## src/rtl/flyby_dma_pkg.sv

```systemverilog
package flyby_dma_pkg;
  typedef enum logic [1:0] {ST_IDLE, ST_REQ, ST_XFER, ST_GAP} seq_state_t;

  localparam logic [1:0] REG_CTRL = 2'd0;
  localparam logic [1:0] REG_DEV  = 2'd1;
  localparam logic [1:0] REG_MEM  = 2'd2;
  localparam logic [1:0] REG_CNT  = 2'd3;

  localparam int CTRL_START = 0;
  localparam int CTRL_DIR   = 1;
  localparam int CTRL_CLR   = 2;
endpackage

```

## src/rtl/dma_regs.sv

```systemverilog
module dma_regs
  import flyby_dma_pkg::*;
#(
  parameter int AW   = 8,
  parameter int CW   = 8,
  parameter int DEVW = 4,
  parameter int DW   = 16
) (
  input  logic            clk,
  input  logic            rst_n,
  input  logic            cfg_we,
  input  logic [1:0]      cfg_addr,
  input  logic [DW-1:0]   cfg_wdata,
  output logic [DW-1:0]   cfg_rdata,
  input  logic            step,
  output logic            busy,
  output logic            irq,
  output logic            dir,
  output logic [DEVW-1:0] dev_addr,
  output logic [AW-1:0]   mem_addr
);
  localparam logic [CW-1:0] CNT_ONE = CW'(1);

  logic [CW-1:0] count;
  logic          wr_ctrl;
  logic          clr_hit;

  assign wr_ctrl = cfg_we && (cfg_addr == REG_CTRL);
  assign clr_hit = wr_ctrl && cfg_wdata[CTRL_CLR];

  always_ff @(posedge clk) begin
    if (!rst_n) begin
      busy     <= 1'b0;
      irq      <= 1'b0;
      dir      <= 1'b0;
      dev_addr <= '0;
      mem_addr <= '0;
      count    <= '0;
    end else begin
      if (clr_hit) irq <= 1'b0;
      if (step) begin
        mem_addr <= mem_addr + 1'b1;
        count    <= count - 1'b1;
        if (count == CNT_ONE) begin
          busy <= 1'b0;
          irq  <= 1'b1;
        end
      end
      if (cfg_we && !busy) begin
        case (cfg_addr)
          REG_DEV: dev_addr <= cfg_wdata[DEVW-1:0];
          REG_MEM: mem_addr <= cfg_wdata[AW-1:0];
          REG_CNT: count    <= cfg_wdata[CW-1:0];
          default: begin
            if (cfg_wdata[CTRL_START]) begin
              dir <= cfg_wdata[CTRL_DIR];
              if (count == '0) irq  <= 1'b1;
              else             busy <= 1'b1;
            end
          end
        endcase
      end
    end
  end

  always_comb begin
    case (cfg_addr)
      REG_DEV: cfg_rdata = DW'(dev_addr);
      REG_MEM: cfg_rdata = DW'(mem_addr);
      REG_CNT: cfg_rdata = DW'(count);
      default: cfg_rdata = DW'({irq, busy});
    endcase
  end

  AST_STEP_COUNT: assert property (@(posedge clk) disable iff (!rst_n)
    step |=> (count == $past(count) - 1'b1) && (mem_addr == $past(mem_addr) + 1'b1));
  AST_DONE_IRQ: assert property (@(posedge clk) disable iff (!rst_n)
    (step && count == CNT_ONE) |=> (irq && !busy));
  AST_IRQ_STICKY: assert property (@(posedge clk) disable iff (!rst_n)
    (irq && !clr_hit) |=> irq);
  AST_BUSY_LOCK: assert property (@(posedge clk) disable iff (!rst_n)
    (busy && !step) |=> (count == $past(count)) && (mem_addr == $past(mem_addr)) && (dir == $past(dir)));
endmodule

```

## src/rtl/dma_seq.sv

```systemverilog
module dma_seq
  import flyby_dma_pkg::*;
(
  input  logic clk,
  input  logic rst_n,
  input  logic busy,
  input  logic dir,
  input  logic dreq,
  input  logic bus_gnt,
  output logic bus_req,
  output logic xfer,
  output logic mem_rd,
  output logic mem_wr,
  output logic io_rd,
  output logic io_wr
);
  seq_state_t state, state_nx;

  always_comb begin
    state_nx = state;
    case (state)
      ST_IDLE: if (busy && dreq) state_nx = ST_REQ;
      ST_REQ:  if (bus_gnt)      state_nx = ST_XFER;
      ST_XFER:                   state_nx = ST_GAP;
      default: state_nx = (busy && dreq) ? ST_REQ : ST_IDLE;
    endcase
  end

  always_ff @(posedge clk) begin
    if (!rst_n) state <= ST_IDLE;
    else        state <= state_nx;
  end

  assign xfer    = (state == ST_XFER);
  assign bus_req = (state == ST_REQ) || xfer;
  assign mem_rd  = xfer &&  dir;
  assign io_wr   = xfer &&  dir;
  assign mem_wr  = xfer && !dir;
  assign io_rd   = xfer && !dir;

  AST_REQ_NEEDS_DREQ: assert property (@(posedge clk) disable iff (!rst_n)
    $rose(bus_req) |-> ($past(dreq) && $past(busy)));
  AST_ONE_WORD: assert property (@(posedge clk) disable iff (!rst_n)
    xfer |=> (!xfer && !bus_req));
  AST_PAIRED_STROBES: assert property (@(posedge clk) disable iff (!rst_n)
    !(mem_rd && mem_wr) && !(io_rd && io_wr) && (mem_rd == io_wr) && (mem_wr == io_rd));
  AST_GRANTED_CYCLE: assert property (@(posedge clk) disable iff (!rst_n)
    $rose(xfer) |-> $past(bus_gnt));
endmodule

```

## src/rtl/flyby_dma.sv

```systemverilog
module flyby_dma
  import flyby_dma_pkg::*;
#(
  parameter int AW   = 8,
  parameter int CW   = 8,
  parameter int DEVW = 4,
  parameter int DW   = 16
) (
  input  logic            clk,
  input  logic            rst_n,
  input  logic            cfg_we,
  input  logic [1:0]      cfg_addr,
  input  logic [DW-1:0]   cfg_wdata,
  output logic [DW-1:0]   cfg_rdata,
  output logic            irq,
  output logic            bus_req,
  input  logic            bus_gnt,
  output logic [AW-1:0]   bus_addr,
  output logic [DEVW-1:0] bus_dev,
  output logic            mem_rd,
  output logic            mem_wr,
  output logic            io_rd,
  output logic            io_wr,
  input  logic            dreq,
  output logic            dack
);
  logic            busy, dir, xfer;
  logic [DEVW-1:0] dev_addr;
  logic [AW-1:0]   mem_addr;

  dma_regs #(.AW(AW), .CW(CW), .DEVW(DEVW), .DW(DW)) u_regs (
    .clk(clk), .rst_n(rst_n), .cfg_we(cfg_we), .cfg_addr(cfg_addr),
    .cfg_wdata(cfg_wdata), .cfg_rdata(cfg_rdata), .step(xfer),
    .busy(busy), .irq(irq), .dir(dir), .dev_addr(dev_addr), .mem_addr(mem_addr)
  );

  dma_seq u_seq (
    .clk(clk), .rst_n(rst_n), .busy(busy), .dir(dir), .dreq(dreq),
    .bus_gnt(bus_gnt), .bus_req(bus_req), .xfer(xfer),
    .mem_rd(mem_rd), .mem_wr(mem_wr), .io_rd(io_rd), .io_wr(io_wr)
  );

  assign dack     = xfer;
  assign bus_addr = xfer ? mem_addr : '0;
  assign bus_dev  = xfer ? dev_addr : '0;

  AST_IDLE_BUS_QUIET: assert property (@(posedge clk) disable iff (!rst_n)
    !dack |-> (bus_addr == '0 && bus_dev == '0 && !mem_rd && !mem_wr && !io_rd && !io_wr));
  AST_ZERO_START: assert property (@(posedge clk) disable iff (!rst_n)
    !busy |=> !dack);
endmodule

```

## config.mk

```make
export PLATFORM = sky130hd
export DESIGN_NAME = flyby_dma
export DESIGN_NICKNAME = d
export VERILOG_FILES = /design/src/rtl/flyby_dma_pkg.sv /design/src/rtl/dma_regs.sv /design/src/rtl/dma_seq.sv /design/src/rtl/flyby_dma.sv
export SDC_FILE = /design/constraint.sdc
export NUM_CORES = 1
export LEC_CHECK = 0
export CAP_MARGIN = 0
export CORE_AREA = 2 2 60 62
export DETAILED_ROUTE_END_ITERATION = 16
export DIE_AREA = 0 0 62 64
export DONT_BUFFER_PORTS = 1
export PLACE_DENSITY = 0.68
export SYNTH_ARGS = -nofsm -noshare
export SYNTH_HDL_FRONTEND = slang
export SYNTH_SLANG_ARGS = --single-unit
```

## constraint.sdc

```tcl
create_clock -name clk -period 1.7 [get_ports clk]
set_input_delay 0.17 -clock clk [delete_from_list [all_inputs] [get_ports clk]]
set_output_delay 0.17 -clock clk [all_outputs]
set_load 0.02 [all_outputs]
```

Word-level counts from Yosys, hierarchy flattened. Index checks and enable logic that the tools add are counted. W data, S select, Z words.

Output and inout port bits: 35. Logic and storage cells: 60. Register bits after elaboration: 25. Input bits: 23.

Equal/unequal tests: 8. Bitwise operators: 1. Multiplexer cells: 26. Reductions and logical operators: 16. Add/subtract/negate cells: 2.

Operator list (count): $mux W8 (7); $pmux W8 S3 (1); $mux W1 (14); $add A8 B1 Y8 const B (1); $eq A8 B1 Y1 const B (1); $logic_not A8 Y1 (1); $sub A8 B1 Y8 const B (1); $eq A2 B2 Y1 const B (3); $logic_and A1 B1 Y1 (6); $pmux W2 S3 (1); $eq A2 B1 Y1 const B (2); $logic_not A2 Y1 (2); $mux W2 (2); $mux W4 (1); $reduce_and A2 Y1 (2); $reduce_and A3 Y1 (1); $reduce_or A3 Y1 (1); $logic_not A1 Y1 (2); $ne A2 B1 Y1 const B (1); $ne A2 B2 Y1 const B (1); $logic_or A1 B1 Y1 (1); $not A1 Y1 (1).

Longest topological paths before layout.
Depth in word-level cells: 10. Mapped depth: 7. Mapped depth without buffers: 5.

Modules after synthesis. Synthesis repeated with hierarchy kept, for this count alone.

Cells, all modules: 195. Area, all modules: 1709.1 um^2.

By module, submodules not included: dma_regs (cells each 158, sequential area each 460.4 um^2, instances 1, area an instance 1411.4 um^2); dma_seq (cells each 24, sequential area each 40.0 um^2, instances 1, area an instance 201.4 um^2); flyby_dma (cells each 13, sequential area each 0.0 um^2, instances 1, area an instance 96.3 um^2).

Worst setup path after synthesis. Ideal clock, no wire load.

Path kind: register to output. From: register u_seq.state[0]. To: output port mem_rd. Required time: 1530 ps. Slack: -300 ps. Arrival: 1830 ps. Stages on the path, launching flop included: 8. Cells stage by stage: dfxtp_1 inv_1 ha_1 buf_4 clkbuf_1 clkbuf_1 and2_1 buf_4.

Longest elaborated chain between the ends: 2.

RTL lines: start: declaration (RTL line dma_seq.sv:17) `seq_state_t state, state_nx;`; start signal: assignment (RTL line dma_seq.sv:31) `else state <= state_nx;`; $eq A2 B2 Y1 (RTL line dma_seq.sv:34) `assign xfer = (state == ST_XFER);`; via dack (RTL line flyby_dma.sv:25) `output logic dack`; $logic_and A1 B1 Y1; end: declaration (RTL line flyby_dma.sv:20) `output logic mem_rd,`.

The timed path passes the listed nets, and every way through them passes these cells.

Final worst setup path.
From: register u_seq.state[0]. To: register u_regs.count[7].

Longest elaborated chain between the ends: 4.

RTL lines: $eq A2 B2 Y1 (*) (RTL line dma_seq.sv:34); $mux W8 (*) (RTL line dma_regs.sv:41) `if (step) begin`; $mux W8 (RTL line dma_regs.sv:50) `case (cfg_addr)`; $mux W8 (*) (RTL line dma_regs.sv:49) `if (cfg_we && !busy) begin`; end signal: assignment (RTL line dma_regs.sv:43) `count <= count - 1'b1;`; end signal: assignment (RTL line dma_regs.sv:53) `REG_CNT: count <= cfg_wdata[CW-1:0];`; end: declaration (RTL line dma_regs.sv:24) `logic [CW-1:0] count;`.

Every way passes the cells marked *; elsewhere a longest branch is shown, timed or not. A chain may end at the register's enable or synchronous reset.

==> flow_metrics.tcl <==
set metrics [dict create \
    status "complete, no violations" \
    cp_slowest_cell "or4b_4" \
    ys_ff_latch 25 \
    holdCritPathClass "primary input to flop" \
    path_max_fanout 6 \
    io_buffers 0 \
    finalCritPeriodShare 0.958 \
    dp_hpwl_um 3020 \
    vias 1504 \
    final_cells 251 \
    path_clk_slew_ps 140 \
    syn_area_um2 1670 \
    crit_buf_inv 1 \
    clkSinkCount 25 \
    rr_worst_depth 5 \
    drt_first_pass_iters 4 \
    cts_tree "yes" \
    wl_um 4290 \
    numCtsBuffers 3 \
    whs_path_depth 2 \
    syn_area_per_cell_um2 8.47 \
    cp_data_required_time_ps 1960 \
    ant_nets 0 \
    crit_family "simple AND/OR/NAND/NOR gates" \
    antenna_cells 0 \
    synthToLayoutAreaGrowth_pct 10.1 \
    wire_per_inst_um 17.1 \
    drt_iter0_drc 110 \
    r2r_end "u_regs.count[7]" \
    rows 21 \
    fin_worst_skew_ps 4.92 \
    min_to "u_regs.dev_addr[3]" \
    relSlewSlack 0.669 \
    final_util 0.560 \
    track_usage 0.233 \
    fin_nets 237 \
    drive_gt1_frac 0.156 \
    netlist-cell-type-count 43 \
    synth_largest_type_area_fraction 0.300 \
    async_reset_ff_frac 0 \
    grt_pass1_wl_um 7040 \
    htreeDepth 1 \
    internal_power_mw 0.860 \
    r2r_setup_slack_ps 70 \
    fin_tns_setup_ps 0 \
    grt_max_degree 21 \
    crit_type "flop to flop" \
    cp_cell_sequence "inv_2 > ha_4 > or4b_4 > or3_1 > a31oi_1" \
    synth_edf_count 0 \
    critPathCaptureType "flop" \
    setup_viol 0 \
    p_sw_frac 0.321 \
    synth_flop_cell "dfxtp_1" \
    ir_drop_v 0.000365 \
    syn_inst 197 \
    p_sw_mw 0.408 \
    start_util 0.508 \
    post-place-ws_ps 71.0 \
    ys.warnings.count 0 \
    holdCritStartpoint "cfg_wdata[3]" \
    power_density_nw_per_um2 690 \
    maxCapViolations 0 \
    hold_viol_final 0 \
    boundaryPins 58 \
    min_period_ps 1630 \
    p_leak_nw 0.689 \
    synth.largest_area_cell "dfxtp_1" \
    ys_seq_area_frac 0.300 \
    first_global_vias 1455 \
    critical_path.reg2reg.startpoint "u_seq.state[0]" \
    maxSlewViolCount 0 \
    grt_antenna_before_repair 0 \
    fmax_ghz 0.614 \
    max_stage_delay_ps 460 \
    start_kind "flop" \
    dp_cells 237 \
    viasPerCell 5.99 \
    fin_ws_ps 72.0 \
    die_w_um 62 \
    crit_arrival_ps 1890 \
    die_height_um 64 \
    power_frac_clock 0.218 \
    yosysMostFrequentCell "dfxtp_1" \
    drc 0 \
    power.share.combinational 0.252 \
    ys_top_cells_by_count "dfxtp_1, o21ai_0, and2_1" \
    cts_buffer_depth 2 \
    clock-root-buffer "clkbuf_4" \
    insertion_delay_ps 320 \
    die_area_um2 3970 \
    synthTopCellsByArea "dfxtp_1, ha_1, mux2i_1" \
    gr-total-overflow 0 \
    worst_pin_slew_ps 495 \
    seqPwrFrac 0.531 \
    core_um2 3280 \
    place_congestion 0.784 \
]
worst max path at each step:
stage / startpoint / end / cells after the start
3_3_place_gp: u_seq.state[0] / u_regs.count[7] / 5
2_1_floorplan: u_seq.state[0] / mem_rd / 7
4_1_cts: u_seq.state[0] / u_regs.count[7] / 5
3_5_place_dp: u_seq.state[0] / u_regs.count[7] / 5
6_report: u_seq.state[0] / u_regs.count[7] / 5
5_1_grt: u_seq.state[1] / u_seq.state[0] / 5
worst reg2reg max path, delay by kind of cell (launching register included):
family | cells | cell delay (ps)
and+or+nand+nor | 2 | 810
DFF | 1 | 370
adders and majority gates | 1 | 170
AOI/OAI and AO/OA | 1 | 150
buffers and inverters | 1 | 70
power groups by stage:
stage	Combinational, mW	Clock (mW)	Sequential [mW]
2_1_floorplan	0.258	0	0.677
3_3_place_gp	0.270	0	0.683
3_5_place_dp	0.282	0	0.688
4_1_cts	0.298	0.282	0.675
5_1_grt	0.355	0.305	0.680
6_report	0.319	0.276	0.673
sequential cells by signal, summed over array words and instances (netlist names):
signal           flops
u_regs.dev_addr      4
u_regs.busy          1
u_regs.irq           1
u_seq.state          2
u_regs.mem_addr      8
u_regs.dir           1
u_regs.count         8
routing by layer:
metal | routed length, µm | share of wire | GRT usage
met1 | 1770 | 0.41 | 0.312
met2 | 2160 | 0.50 | 0.359
met3 | 307 | 0.072 | 0.0648
met4 | 47 | 0.011 | 0.0691
met5 | 0 | 0 | 0
layout make-up:
class,instances,area [µm²]
fill,310,1450
multi-input combinational,151,1070
sequential,25,508
timing repair buffer,19,154
tap,46,57.6
clock buffer,4,26.3
inverter,6,22.5
layout by cell type, fill, tap and decap left out, types with 3 or more instances in the layout:
master          n
a211oi_1        5
a21oi_1         6
a31oi_1         7
and2_1         12
buf_4          13
clkbuf_4        3
conb_1          8
dfxtp_1        23
dlygate4sd3_1   4
ha_1            6
inv_1           5
mux2i_1        10
nand2_1        10
nand4_1         3
nor2_1         10
nor2b_1         7
nor3_1          4
nor4b_1         3
o21ai_0        17
or3_1           4
xor2_1          5
logic make-up (layout without fill, tap and decap cells):
kind of cell    count (synthesis)  after routing  synth area share
other cells                     1              8           0.00225
fa+ha+maj                       8              8            0.0600
simple gates                   69             69             0.249
xor+xnor                        6              6            0.0315
buf+inv                        28             29            0.0884
mux                            14             14             0.100
flops                          25             25             0.300
compound gates                 46             46             0.169
per-stage QoR:
step | hold slack [ps] | total power, mW | instance area [µm²]
2_1_floorplan | 306 | 0.935 | 1720
3_3_place_gp | 294 | 0.953 | 1710
3_5_place_dp | 299 | 0.970 | 1710
4_1_cts | 1.48 | 1.26 | 1790
5_1_grt | 5.70 | 1.34 | 1840
6_report | 6.04 | 1.27 | 1840
timing repair:
action,4_1_cts,5_1_grt
buffers inserted,0,6
gates resized for setup,2,3
hold endpoints to repair,18,0
endpoints found under the setup margin,1,6
hold buffers,4,0
(Power assumes the default switching activity.)
